## src/rtl/sap_pkg.sv

```systemverilog
package sap_pkg;
  localparam int unsigned SAMPLE_W = 20;

  localparam logic [2:0] FMT_I2S  = 3'd0;
  localparam logic [2:0] FMT_LJ   = 3'd1;
  localparam logic [2:0] FMT_RJ20 = 3'd2;
  localparam logic [2:0] FMT_RJ18 = 3'd3;
  localparam logic [2:0] FMT_RJ16 = 3'd4;

  typedef struct packed {
    logic [2:0] in_fmt;
    logic       out_lj;
    logic       fall;
  } port_mode_t;
endpackage

```

## src/rtl/sap_edge.sv

```systemverilog
module sap_edge (
  input  logic clk,
  input  logic rst_n,
  input  logic fall_sel,
  input  logic bit_clk,
  input  logic frame_clk,
  input  logic ser_in,
  output logic smp_edge,
  output logic drv_edge,
  output logic lr_q,
  output logic sd_q
);
  logic bclk_q, bclk_q2;
  logic rise, fall;

  always_ff @(posedge clk or negedge rst_n) begin
    if (!rst_n) begin
      bclk_q  <= 1'b0;
      bclk_q2 <= 1'b0;
      lr_q    <= 1'b0;
      sd_q    <= 1'b0;
    end else begin
      bclk_q  <= bit_clk;
      bclk_q2 <= bclk_q;
      lr_q    <= frame_clk;
      sd_q    <= ser_in;
    end
  end

  always_comb begin
    rise     = bclk_q & ~bclk_q2;
    fall     = ~bclk_q & bclk_q2;
    smp_edge = fall_sel ? fall : rise;
    drv_edge = fall_sel ? rise : fall;
  end
endmodule

```

## src/rtl/sap_rx.sv

```systemverilog
module sap_rx #(
  parameter int unsigned W = sap_pkg::SAMPLE_W
) (
  input  logic         clk,
  input  logic         rst_n,
  input  logic         smp_edge,
  input  logic         lr,
  input  logic         sd,
  input  logic [2:0]   in_fmt,
  input  logic         clr,
  output logic [W-1:0] rx_left,
  output logic [W-1:0] rx_right,
  output logic         rx_valid
);
  import sap_pkg::*;
  localparam int unsigned CNT_W = $clog2(W + 2);

  logic [W-1:0]     sr_q, sr_d, hold_q, hold_d, outl_d, outr_d, word_full, cap_word;
  logic [CNT_W-1:0] cnt_q, cnt_d, k, k_nx;
  logic             lrp_q, lrp_d, seen_q, seen_d, vld_d;
  logic             trans, cap, cap_left;

  always_comb begin
    trans     = (lr != lrp_q);
    k         = trans ? '0 : cnt_q;
    k_nx      = (k == '1) ? k : k + 1'b1;
    word_full = {sr_q[W-2:0], sd};
    cap       = 1'b0;
    cap_left  = 1'b0;
    cap_word  = word_full;
    case (in_fmt)
      FMT_I2S: begin
        cap      = (k == CNT_W'(W));
        cap_left = ~lr;
      end
      FMT_LJ: begin
        cap      = (k == CNT_W'(W - 1));
        cap_left = lr;
      end
      FMT_RJ20: begin
        cap      = trans;
        cap_left = lrp_q;
        cap_word = sr_q;
      end
      FMT_RJ18: begin
        cap      = trans;
        cap_left = lrp_q;
        cap_word = {{2{sr_q[W-3]}}, sr_q[W-3:0]};
      end
      FMT_RJ16: begin
        cap      = trans;
        cap_left = lrp_q;
        cap_word = {{4{sr_q[W-5]}}, sr_q[W-5:0]};
      end
      default: cap = 1'b0;
    endcase

    sr_d   = sr_q;
    lrp_d  = lrp_q;
    cnt_d  = cnt_q;
    hold_d = hold_q;
    seen_d = seen_q;
    outl_d = rx_left;
    outr_d = rx_right;
    vld_d  = 1'b0;
    if (smp_edge) begin
      sr_d  = word_full;
      lrp_d = lr;
      cnt_d = k_nx;
      if (cap) begin
        if (cap_left) begin
          hold_d = cap_word;
          seen_d = 1'b1;
        end else if (seen_q) begin
          outl_d = hold_q;
          outr_d = cap_word;
          vld_d  = 1'b1;
          seen_d = 1'b0;
        end
      end
    end
    if (clr) seen_d = 1'b0;
  end

  always_ff @(posedge clk or negedge rst_n) begin
    if (!rst_n) begin
      sr_q     <= '0;
      lrp_q    <= 1'b0;
      cnt_q    <= '0;
      hold_q   <= '0;
      seen_q   <= 1'b0;
      rx_left  <= '0;
      rx_right <= '0;
      rx_valid <= 1'b0;
    end else begin
      sr_q     <= sr_d;
      lrp_q    <= lrp_d;
      cnt_q    <= cnt_d;
      hold_q   <= hold_d;
      seen_q   <= seen_d;
      rx_left  <= outl_d;
      rx_right <= outr_d;
      rx_valid <= vld_d;
    end
  end
endmodule

```

## src/rtl/sap_tx.sv

```systemverilog
module sap_tx #(
  parameter int unsigned W = sap_pkg::SAMPLE_W
) (
  input  logic         clk,
  input  logic         rst_n,
  input  logic         drv_edge,
  input  logic         lr,
  input  logic         out_lj,
  input  logic         tx_load,
  input  logic [W-1:0] tx_left,
  input  logic [W-1:0] tx_right,
  output logic         ser_out
);
  localparam int unsigned CNT_W = $clog2(W + 2);

  logic [W-1:0]     pend_l, pend_r, act_l, act_r, cur_l, cur_r, word, word_sh;
  logic [CNT_W-1:0] cnt_q, k, k_nx, idx;
  logic             lrp_q, trans, left_half, load_now, in_rng, sd_d;

  always_comb begin
    trans     = (lr != lrp_q);
    k         = trans ? '0 : cnt_q;
    k_nx      = (k == '1) ? k : k + 1'b1;
    left_half = out_lj ? lr : ~lr;
    load_now  = trans & left_half;
    cur_l     = load_now ? pend_l : act_l;
    cur_r     = load_now ? pend_r : act_r;
    word      = left_half ? cur_l : cur_r;
    if (out_lj) begin
      idx    = k;
      in_rng = (k < CNT_W'(W));
    end else begin
      idx    = k - 1'b1;
      in_rng = (k != '0) && (k <= CNT_W'(W));
    end
    word_sh = word << idx;
    sd_d    = in_rng & word_sh[W-1];
  end

  always_ff @(posedge clk or negedge rst_n) begin
    if (!rst_n) begin
      pend_l <= '0;
      pend_r <= '0;
    end else if (tx_load) begin
      pend_l <= tx_left;
      pend_r <= tx_right;
    end
  end

  always_ff @(posedge clk or negedge rst_n) begin
    if (!rst_n) begin
      act_l   <= '0;
      act_r   <= '0;
      lrp_q   <= 1'b0;
      cnt_q   <= '0;
      ser_out <= 1'b0;
    end else if (drv_edge) begin
      lrp_q   <= lr;
      cnt_q   <= k_nx;
      ser_out <= sd_d;
      if (load_now) begin
        act_l <= pend_l;
        act_r <= pend_r;
      end
    end
  end
endmodule

```

## src/rtl/serial_audio_port.sv

```systemverilog
module serial_audio_port #(
  parameter int unsigned WORD_W = sap_pkg::SAMPLE_W
) (
  input  logic              clk,
  input  logic              rst_n,
  input  logic              mode_wr,
  input  logic [2:0]        mode_in_fmt,
  input  logic              mode_out_lj,
  input  logic              mode_fall,
  input  logic              bit_clk,
  input  logic              frame_clk,
  input  logic              ser_in,
  output logic              ser_out,
  input  logic              tx_load,
  input  logic [WORD_W-1:0] tx_left,
  input  logic [WORD_W-1:0] tx_right,
  output logic [WORD_W-1:0] rx_left,
  output logic [WORD_W-1:0] rx_right,
  output logic              rx_valid
);
  import sap_pkg::*;

  port_mode_t mode_q, mode_d;
  logic       smp_edge, drv_edge, lr_q, sd_q;
  logic [2:0] fmt_in;

  always_comb begin
    mode_d = mode_q;
    if (mode_wr) mode_d = '{in_fmt: mode_in_fmt, out_lj: mode_out_lj, fall: mode_fall};
    fmt_in = mode_q.in_fmt;
  end

  always_ff @(posedge clk or negedge rst_n) begin
    if (!rst_n) mode_q <= '0;
    else        mode_q <= mode_d;
  end

  sap_edge u_edge (
    .clk(clk), .rst_n(rst_n), .fall_sel(mode_q.fall),
    .bit_clk(bit_clk), .frame_clk(frame_clk), .ser_in(ser_in),
    .smp_edge(smp_edge), .drv_edge(drv_edge), .lr_q(lr_q), .sd_q(sd_q)
  );

  sap_rx #(.W(WORD_W)) u_rx (
    .clk(clk), .rst_n(rst_n), .smp_edge(smp_edge), .lr(lr_q), .sd(sd_q),
    .in_fmt(fmt_in), .clr(mode_wr),
    .rx_left(rx_left), .rx_right(rx_right), .rx_valid(rx_valid)
  );

  sap_tx #(.W(WORD_W)) u_tx (
    .clk(clk), .rst_n(rst_n), .drv_edge(drv_edge), .lr(lr_q),
    .out_lj(mode_q.out_lj), .tx_load(tx_load),
    .tx_left(tx_left), .tx_right(tx_right), .ser_out(ser_out)
  );
endmodule

```

## config.mk

```make
export PLATFORM = sky130hd
export DESIGN_NAME = serial_audio_port
export DESIGN_NICKNAME = d
export VERILOG_FILES = /design/src/rtl/sap_pkg.sv /design/src/rtl/sap_edge.sv /design/src/rtl/sap_rx.sv /design/src/rtl/sap_tx.sv /design/src/rtl/serial_audio_port.sv
export SDC_FILE = /design/constraint.sdc
export NUM_CORES = 1
export LEC_CHECK = 0
export BUFFER_PORTS_ARGS = -buffer_cell sky130_fd_sc_hd__clkbuf_2
export CORE_ASPECT_RATIO = 1.4
export CORE_MARGIN = 1.5
export CORE_UTILIZATION = 55
export CTS_CLUSTER_SIZE = 24
export DETAILED_ROUTE_END_ITERATION = 10
export PLACE_DENSITY = 0.74
export SYNTH_ARGS = -nofsm -noshare
export SYNTH_HDL_FRONTEND = slang
export SYNTH_SLANG_ARGS = --single-unit
```

## constraint.sdc

```tcl
create_clock -name clk -period 4.4 [get_ports clk]
set_input_delay 0.22 -clock clk [delete_from_list [all_inputs] [get_ports clk]]
set_output_delay 0.22 -clock clk [all_outputs]
set_load 0.05 [all_outputs]
```

After elaboration in Yosys (flattened, before gate mapping)
Cells that the tools add are included.

storage, ports and cells
  input port bits = 52
  register bits after elaboration = 184

cells by class
  order comparisons = 2
  equal/unequal tests = 10
  mux-type cells = 23
  shifts and indexed selects = 1
  $add $sub $neg = 3
  reduce and logical (&&, ||, !) cells = 9
  bitwise operators = 8

operators by type and width
  operator                                                number
  two-way mux 20 bit                                      3
  case mux 20 bit (3 select lines)                        1
  two-way mux 5 bit                                       5
  == test 5 bit (second input constant)                   4
  << shifter 20 x 5 -> 20 bit                             1
  two-way mux 1 bit                                       12
  adder 5 x 1 -> 5 bit (second input constant)            2
  == test 3 x 2 -> 1 bit (second input constant)          2
  case mux 1 bit (3 select lines)                         2
  less-or-equal comparator 5 bit (second input constant)  1
  < comparator 5 bit (second input constant)              1
  nonzero test 5 bit                                      1
  subtractor 5 x 1 -> 5 bit (second input constant)       1
  AND 1 bit                                               4
  inverter 1 bit                                          4
  AND reduction 4 bit                                     1
  nonzero test 2 bit                                      2
  == test 3 x 1 -> 1 bit (second input constant)          1
  == test 3 bit (second input constant)                   1
  zero test 3 bit                                         1
  AND reduction 3 bit                                     1
  OR reduction 3 bit                                      1
  != test 1 bit                                           2
  AND reduction 2 bit                                     1
  logical AND 1 bit                                       1

Depth between registers and ports, before layout
Gate-level depths: netlist of the first run.

  depth in word-level cells = 7
  depth in mapped cells = 13
  depth with buffers taken out = 10

By module
Synthesis of the first run repeated with hierarchy kept, for this count alone.

unflattened totals
  cells, all modules = 677
  area total of the unflattened synthesis = 8871.0 µm²

by module, submodules not included
  module             cells an instance  times used  area each (µm²)
  sap_tx             396                1           4571.9
  sap_rx             263                1           3983.8
  serial_audio_port  10                 1           181.4
  sap_edge           8                  1           133.9

Least setup slack after synthesis of the first run
Ideal clock, no wire load.

  kind = reg2reg
  start point = register u_tx.cnt_q[0]
  end point = register u_tx.ser_out
  setup slack = 1937 ps
  setup time = 86 ps
  stages on the path, launching flop included = 13
  data arrival time = 2378 ps
  period minus slack after synthesis = 2463 ps
  buffers on the path = 4
  cell sequence = dfrtp_1 buf_6 buf_2 buf_2 buf_2 nand2_1 ha_1 nand2b_1 o21a_1 a221oi_1 o31a_1 or3_1 a32oi_1

between the ends
  word-level cells in the longest chain between the ends = 5
  elaborated cells between the ends (all ways) = 10

ends and longest elaborated chain
  element                                                           line                        text
  from (decl)                                                       sap_tx.sv:17                logic [CNT_W-1:0] cnt_q, k, k_nx, idx;
  from (signal assigned)                                            sap_tx.sv:59                cnt_q <= k_nx;
  two-way mux 5 bit (*)                                             sap_tx.sv:22                k = trans ? '0 : cnt_q;
  subtractor 5 x 1 -> 5 bit, or another cell as far along           sap_tx.sv:33                idx = k - 1'b1;
  two-way mux 5 bit or logical AND 1 bit (tied branches)            sap_tx.sv:29, sap_tx.sv:34
  << shifter 20 x 5 -> 20 bit or two-way mux 1 bit (tied branches)  sap_tx.sv:36, sap_tx.sv:29
  AND 1 bit (*)                                                     sap_tx.sv:37                sd_d = in_rng & word_sh[W-1];
  to (signal assigned)                                              sap_tx.sv:56                ser_out <= 1'b0;
  to (signal assigned)                                              sap_tx.sv:60                ser_out <= sd_d;
  to (decl)                                                         sap_tx.sv:12                output logic ser_out

Every way passes the cells marked *; elsewhere a longest branch is shown, timed or not.
A chain may end at the register's enable or synchronous reset.

Worst setup path in the final report of the first run
Ends and elaborated chain as after synthesis.

==> results by group, run 1 <==
Floorplan
  – Cell Rows: 54
  – # IOs: 94
  – Die Wd: about 110 um
  – Initial core utilization: 55.9%
  – Die Y: 151 um
  – Die area: 0.0165 mm2
  – Core Footprint: 0.0155 mm2

STA
  – Tmin final: 2.98 ns
  – RSZ-0062 raised after global routing: false
  – Max Freq: 336 MHz
  – Clock Skew: 0.00811 ns
  – Final worst setup slack: about 1.4 ns
  – Final Slew Violations: 0
  – Setup-failing EPs final: 0
  – Slew HR: 23.4%
  – Fin. Hold Viols: 0
  – Setup TNS: 0 ns
  – Slew @ Worst Pin: 1.15 ns
  – Final period util: 67.7%
  – Hold Slack: 0.0158 ns

Drt
  – Vias post-DR: between 5000 and 6000
  – WL final: 17700 um
  – Via-to-Cell Ratio: 5.83
  – Detailed-router iteration count before antenna repair: 4
  – Routed length per instance: 18.3 um
  – Drc violations: 0
  – DRT antenna net count: 0
  – Initial DRC Count: 205

Min path
  – Hold Crit Class: input port to flip-flop

Layout
  – Most frequent cells in the layout: dfrtp_1, mux2_2, clkbuf_2, a21oi_1, o21ai_0
  – Commonest non-fill, non-tap cell in the layout: dfrtp_1
  – Final non-filler cell total: 966
  – Diode count: 0
  – Layout cell share with drive strength beyond 1: 42.6%
  – P&R area growth vs syn: 13.2%
  – Post-layout net count: approximately 810

Global route
  – Antenna violations before repair: 0
  – GR Overflow Total: 0
  – First-pass GRT wire length: 29500 um
  – Global Route Usage Sum: 23.2%
  – Vias in the first global route: 5903
  – Largest net degree at the start of global routing: 100

Setup path
  – CP startpoint kind: flip-flop
  – Worst path required time: ~4.8 ns
  – Arr. time, crit path: about 3.3 ns
  – Crit. End Element: flip-flop
  – Kind of critical path: flip-flop to flip-flop
  – Critical Path Fanout Max: 38

Yosys
  – Post-synthesis sequential area ratio: 53.3%
  – Post-synth top area share: about 53%
  – Register bit total from synthesis: ~180
  – Synth area leaders: dfrtp_1, mux2_2, mux2_4
  – Dominant synthesized flop cell: dfrtp_1
  – Post-synth EDFFs: 0
  – Syn_area_per_cell: 12.7 um2
  – Async S/R FF share, synth: 100%
  – Cells after Synth: 682
  – Net Count, Synth: 736
  – Unique masters post-synth: 60
  – Area leader, netlist: dfrtp_1
  – Ys Warns: 0
  – Area of the mapped netlist: 0.00864 mm2

Power and ir drop
  – Worst VDD drop: 0.355 mV
  – Sw power: 1.59 mW
  – Tot Pwr: 5.12 mW
  – Combinational Power Share: a little under a quarter
  – Power Density: ~520 mW/mm2
  – Clock power frac: 28.5%
  – Leakage power: between 4 and 5 nW
  – Net Sw Frac: 31.1%
  – Internal power: roughly 3.5 mW
  – Sequential power share: 48.1%

Placed design
  – Post-DP HPWL: 12300 um
  – PortBufs: 93
  – Pre-CTS setup slack: 1.45 ns
  – Placed Cells: 929
  – GPL Wtd Cong: 0.869

Flow run
  – Max-Cap Viols: 0

Status
  – Outcome: completed

Clock network
  – CTS tree: done
  – Htree depth: 4
  – Clock Path Buffers: 2
  – TritonCTS buffer count: 17
  – CTS Sinks: 184
  – Post-cts sizing count: 0
  – Clock transition at path regs: 0.07 ns
  – Clk Latency, worst-skew pair: 0.43 ns
  – Root buffer cell: clkbuf_16
-- cell type report --
type	instances	area, um2
fill	1192	5690
clock buffer	20	447
sequential	184	4600
timing repair buffer	105	589
inverter	9	33.8
clock inverter	11	114
tap	196	245
multi-input combinational	441	3750
-- final timing paths --
check | from | endpoint | slack (ns) | depth (start not counted)
min in group asynchronous | rst_n | u_tx.pend_r[3] | 0.42 | 2
worst max-delay path | u_tx.cnt_q[0] | u_tx.ser_out | 1.42 | 8
worst min register to register | u_edge.bclk_q | u_edge.bclk_q2 | 0.46 | 0
worst max register to register | u_tx.cnt_q[0] | u_tx.ser_out | 1.42 | 8
worst min-delay path | tx_right[15] | u_tx.pend_r[15] | 0.02 | 2
max in group asynchronous | rst_n | u_tx.cnt_q[3] | 3.00 | 3
-- Yosys cell counts (6+ instances only) --
| master | n |
|---|---|
| o21ai_0 | 29 |
| nand2_1 | 25 |
| dfrtp_1 | 184 |
| nor2b_1 | 10 |
| nor2_1 | 19 |
| clkbuf_1 | 12 |
| o211ai_1 | 6 |
| buf_2 | 22 |
| o22ai_1 | 25 |
| a21oi_1 | 37 |
| nand2b_1 | 10 |
| mux2_2 | 167 |
| o221ai_1 | 9 |
| mux2_4 | 19 |
| buf_6 | 7 |
| inv_1 | 8 |
-- repair_timing --
item | 4_1_cts | 5_1_grt
endpoints found under the hold margin | 90 | 0
setup buffers | 0 | 0
hold buffers | 6 | 0
-- critical path, cell delays in order, from the launching register on --
cell and delay, ns:
dfrtp_1 1.10, nand2_1 0.23, ha_1 0.28, nand2b_1 0.13
o21a_1 0.31, a221oi_1 0.09, o31a_1 0.28, or3_1 0.31
a32oi_1 0.15
-- power by group through the flow --
stage	Combinational [mW]	Sequential, mW	Clock, mW
CTS	1.21	2.46	1.50
finish	1.20	2.46	1.46
global placement	1.16	2.45	0
detailed placement	1.20	2.49	0
floorplan	1.03	2.31	0
global route	1.32	2.53	1.57
-- per-layer routing --
metal | global-route usage [%] | up-vias | part of all wire (%)
li1 | - | 2650 | -
met1 | 26.8 | 2825 | 40
met2 | 41.6 | 134 | 55
met3 | 5.42 | 20 | 4.2
met4 | 8.09 | 0 | 1.4
met5 | 0 | - | 0
-- cell families (layout without fill, tap and decap cells) --
logic type | count (synthesis) | in the layout | synth area share [%]
and+or+nand+nor | 104 | 104 | 6.44
muxes | 190 | 190 | 25.5
buffers and inverters | 57 | 145 | 3.49
xor gates and xnor gates | 3 | 3 | 0.478
AOI/OAI and AO/OA | 142 | 142 | 10.5
adders and majority gates | 2 | 2 | 0.290
DFF | 184 | 184 | 53.3
-- per-stage QoR --
stage / cell area (um2) / util, %
after floorplan: 8640 / -
after global placement: 9160 / 59.2
after detailed placement: 9160 / 59.2
after CTS: 9780 / 63.2
after global routing: 9780 / 63.2
final: 9780 / 63.2
-- sequential cells by signal, indices dropped and copies added (netlist names), 5 cells and up --
name / count
u_tx.act_r: 20
u_tx.pend_l: 20
u_tx.act_l: 20
u_tx.pend_r: 20
u_rx.sr_q: 20
u_rx.hold_q: 20
u_rx.cnt_q: 5
u_tx.cnt_q: 5
u_rx.rx_left: 20
u_rx.rx_right: 20
(Power assumes the default switching activity.)
==> run 2: changes to the inputs <==
--- a/config.mk
+++ b/config.mk
@@ -5,13 +5,14 @@
 export SDC_FILE = /design/constraint.sdc
 export NUM_CORES = 1
 export LEC_CHECK = 0
+export ABC_AREA = 1
 export BUFFER_PORTS_ARGS = -buffer_cell sky130_fd_sc_hd__clkbuf_2
 export CORE_ASPECT_RATIO = 1.4
 export CORE_MARGIN = 1.5
-export CORE_UTILIZATION = 55
+export CORE_UTILIZATION = 53
 export CTS_CLUSTER_SIZE = 24
 export DETAILED_ROUTE_END_ITERATION = 10
-export PLACE_DENSITY = 0.74
+export PLACE_DENSITY = 0.75
 export SYNTH_ARGS = -nofsm -noshare
 export SYNTH_HDL_FRONTEND = slang
 export SYNTH_SLANG_ARGS = --single-unit
==> constraint.sdc (replaced) <==
create_clock -name clk -period 2.6 [get_ports clk]
set_input_delay 0.13 -clock clk [delete_from_list [all_inputs] [get_ports clk]]
set_output_delay 0.13 -clock clk [all_outputs]
set_load 0.05 [all_outputs]
==> run 2 against run 1 <==
Effect of this change: die area shrank 2.7%; clock skew grew 0.0020 ns; global-route usage grew 2.0 points; area after synthesis shrank 6.3%; critical path type unchanged; highest routed layer unchanged.
==> results by group, run 2 <==
Status
  – Outcome: completed

Floorplan
  – Die Wd: 107 um (-1.4%)
  – Die area: 0.0160 mm2 (-2.7%)
  – # IOs: 94 (unchanged)
  – Initial core utilization: 54.0% (-1.8 points)
  – Cell Rows: 53 (-1.9%)
  – Core Footprint: 0.0150 mm2 (-3.1%)
  – Die Y: 149 um (-1.4%)

STA
  – Tmin final: 2.30 ns (-0.677 ns)
  – Slew HR: 57.8% (+34 points)
  – Setup-failing EPs final: 0 (unchanged)
  – RSZ-0062 raised after global routing: false
  – Clock Skew: 0.0101 ns (+0.00199 ns)
  – Max Freq: 435 MHz (+29%)
  – Slew @ Worst Pin: 0.634 ns (-0.516 ns)
  – Final Slew Violations: 0 (unchanged)
  – Final period util: 88.5% (+21 points)
  – Setup TNS: 0 ns (unchanged)
  – Fin. Hold Viols: 0 (unchanged)

Layout
  – Commonest non-fill, non-tap cell in the layout: nand2_1
  – Post-layout net count: 1167 (+44%)
  – Diode count: 0 (unchanged)
  – P&R area growth vs syn: 21.9%
  – Layout cell share with drive strength beyond 1: 14.4% (-28 points)
  – Final non-filler cell total: 1318 (+36%)
  – Most frequent cells in the layout: nand2_1, dfrtp_1, o21ai_0, inv_1, clkbuf_2
  – Final design area excluding fillers: 0.00987 mm2 (+0.87%)
  – Final core utilization: 65.8% (+2.6 points)

Yosys
  – Unique masters post-synth: 31 (-48%)
  – Post-synth top area share: 56.9% (+3.6 points)
  – Dominant synthesized flop cell: dfrtp_1
  – Most frequent cell after synthesis: nand2_1
  – Syn_area_per_cell: 8.24 um2 (-35%)
  – Area leader, netlist: dfrtp_1
  – Net Count, Synth: 1036 (+41%)
  – Register bit total from synthesis: 184 (unchanged)
  – Async S/R FF share, synth: 100% (unchanged)
  – Cells after Synth: 982 (+44%)
  – Post-synthesis sequential area ratio: 56.9% (+3.6 points)
  – Ys Warns: 0 (unchanged)
  – Commonest cells in the netlist: nand2_1, dfrtp_1, o21ai_0
  – Area of the mapped netlist: 0.00810 mm2 (-6.3%)
  – Post-synth EDFFs: 0 (unchanged)
  – Synth area leaders: dfrtp_1, nand2_1, o21ai_0

Clock network
  – Clock Path Buffers: 2 (unchanged)
  – Htree depth: 4 (unchanged)
  – CTS Sinks: 184 (unchanged)
  – Post-CTS setup buffers: 0 (unchanged)
  – CTS tree: done
  – Clock transition at path regs: 0.07 ns (about the same)
  – Root buffer cell: clkbuf_16
  – TritonCTS buffer count: 17 (unchanged)
  – Clk Latency, worst-skew pair: 0.43 ns (about the same)

Global route
  – GR Overflow Total: 0 (unchanged)
  – Antenna violations before repair: 0 (unchanged)
  – Global Route Usage Sum: 25.3% (+2.0 points)
  – Vias in the first global route: 6621 (+12%)
  – First-pass GRT wire length: 31600 um (+7.0%)
  – Largest net degree at the start of global routing: 81 (-19%)

Flow run
  – Max-Cap Viols: 0 (unchanged)

Min path
  – Hold_sp: mode_wr
  – Hold path depth: 2 (unchanged)
  – Hold Crit Class: input port to flip-flop
  – Hold Crit Endpoint: u_rx.seen_q

Placed design
  – GPL Wtd Cong: 0.924 (+6.3%)
  – Area after DPL: 0.00877 mm2 (-4.3%)
  – Post-DP HPWL: 12800 um (+4.5%)
  – PortBufs: 93 (unchanged)
  – Placed Cells: 1237 (+33%)

Setup path
  – Critical Path Fanout Max: 80 (+110%)
  – Launch point of the worst reg-to-reg path: mode_q[1]
  – CP startpoint kind: flip-flop
  – Worst path required time: 2.86 ns (-1.89 ns)
  – Arr. time, crit path: 2.56 ns (-0.76 ns)
  – Kind of critical path: flip-flop to flip-flop
  – CP startpoint: mode_q[1]
  – Reg2Reg Setup Slack: 0.30 ns (-1.12 ns)
  – Crit. End Element: flip-flop
  – Worst-case reg-to-reg path depth: 9 (+1)
  – R2R Path End: u_tx.act_r[12]

Drt
  – DRT antenna net count: 0 (unchanged)
  – WL final: 18700 um (+5.6%)
  – Routed length per instance: 14.2 um (-23%)
  – Drc violations: 0 (unchanged)
  – Vias post-DR: 6708 (+19%)
  – Initial DRC Count: 367 (+79%)
  – Detailed-router iteration count before antenna repair: 5 (+1)
  – Via-to-Cell Ratio: 5.09 (-13%)

Power and ir drop
  – Tot Pwr: 8.21 mW (+60%)
  – Power Density: 833 mW/mm2 (+59%)
  – Worst VDD drop: 0.562 mV (+58%)
  – Leakage power: 5.04 nW (+11%)
## run 2: cell types whose count changed in the layout (fill, tap and decap cells not counted), moves of 19 or more
cell | before | now
nand3_1 | 3 | 61
mux2_4 | 19 | 0
o21ai_0 | 29 | 175
nand2_1 | 25 | 316
o22ai_1 | 25 | 0
a21oi_1 | 37 | 10
inv_1 | 8 | 115
dlygate4sd3_1 | 6 | 49
mux2_2 | 167 | 2
## run 2: stage by stage
step | hold slack [ns] | worst slack [ns]
after floorplan | -0.166 | 0.739
after global placement | 0.153 | 0.385
after detailed placement | 0.155 | 0.329
after CTS | 0.0232 | 0.291
after global routing | 0.0559 | 0.0839
final | 0.0248 | 0.299
## run 2: what timing repair did
action                                 in CTS  in global routing
setup endpoints to repair                   0                  1
hold buffers                               49                  0
resized for setup                           0                  1
endpoints found under the hold margin     107                  0
## run 2: layout make-up
type / instances / area [um2]
clock buffer: 21 / 470
clock inverter: 11 / 136
fill: 1250 / 5120
inverter: 119 / 447
multi-input combinational: 632 / 2850
sequential: 184 / 4610
tap: 192 / 240
timing repair buffer: 159 / 1110
## run 2: layer usage
layer	part of all wire (%)	vias up	global-route usage, %
met4	3.2	0	10.3
li1	-	3382	-
met3	3.1	44	4.41
met2	52	136	44.5
met5	0	-	0
met1	42	3146	30.5
## run 2: worst max path at each step
| stage | endpoint | depth (start not counted) |
|---|---|---|
| 2_1_floorplan | u_tx.ser_out | 16 |
| 3_3_place_gp | u_tx.ser_out | 15 |
| 3_5_place_dp | u_tx.ser_out | 15 |
| 4_1_cts | u_tx.ser_out | 15 |
| 5_1_grt | u_tx.act_r[12] | 9 |
| 6_report | u_tx.act_r[12] | 9 |
## run 2: worst max-delay path: stages, from the launching register on
cell     delay [ns]
dfrtp_1        0.40
inv_1          0.15
nand2_1        0.09
nand2_1        0.22
nand2_1        0.14
buf_4          0.19
inv_1          0.09
nand2_2        0.06
buf_4          0.52
o21ai_0        0.26
## run 2: report_power, final
group          total, mW  switching (mW)  internal, mW
Combinational       1.78            1.14         0.648
Sequential          3.81           0.371          3.44
Clock               2.62            1.11          1.51
Total               8.21            2.61          5.60
## run 2: cell families (layout without fill, tap and decap cells)
group / after synthesis / after routing / synth area share (%)
AND/OR/NAND/NOR: 419 / 419 / 21.1
AO/OA/AOI/OAI: 205 / 205 / 13.0
flip-flops: 184 / 184 / 56.9
buffers and inverters: 166 / 310 / 8.00
XOR/XNOR: 4 / 4 / 0.433
adder cells (fa/ha/maj): 2 / 2 / 0.309
multiplexers: 2 / 2 / 0.278
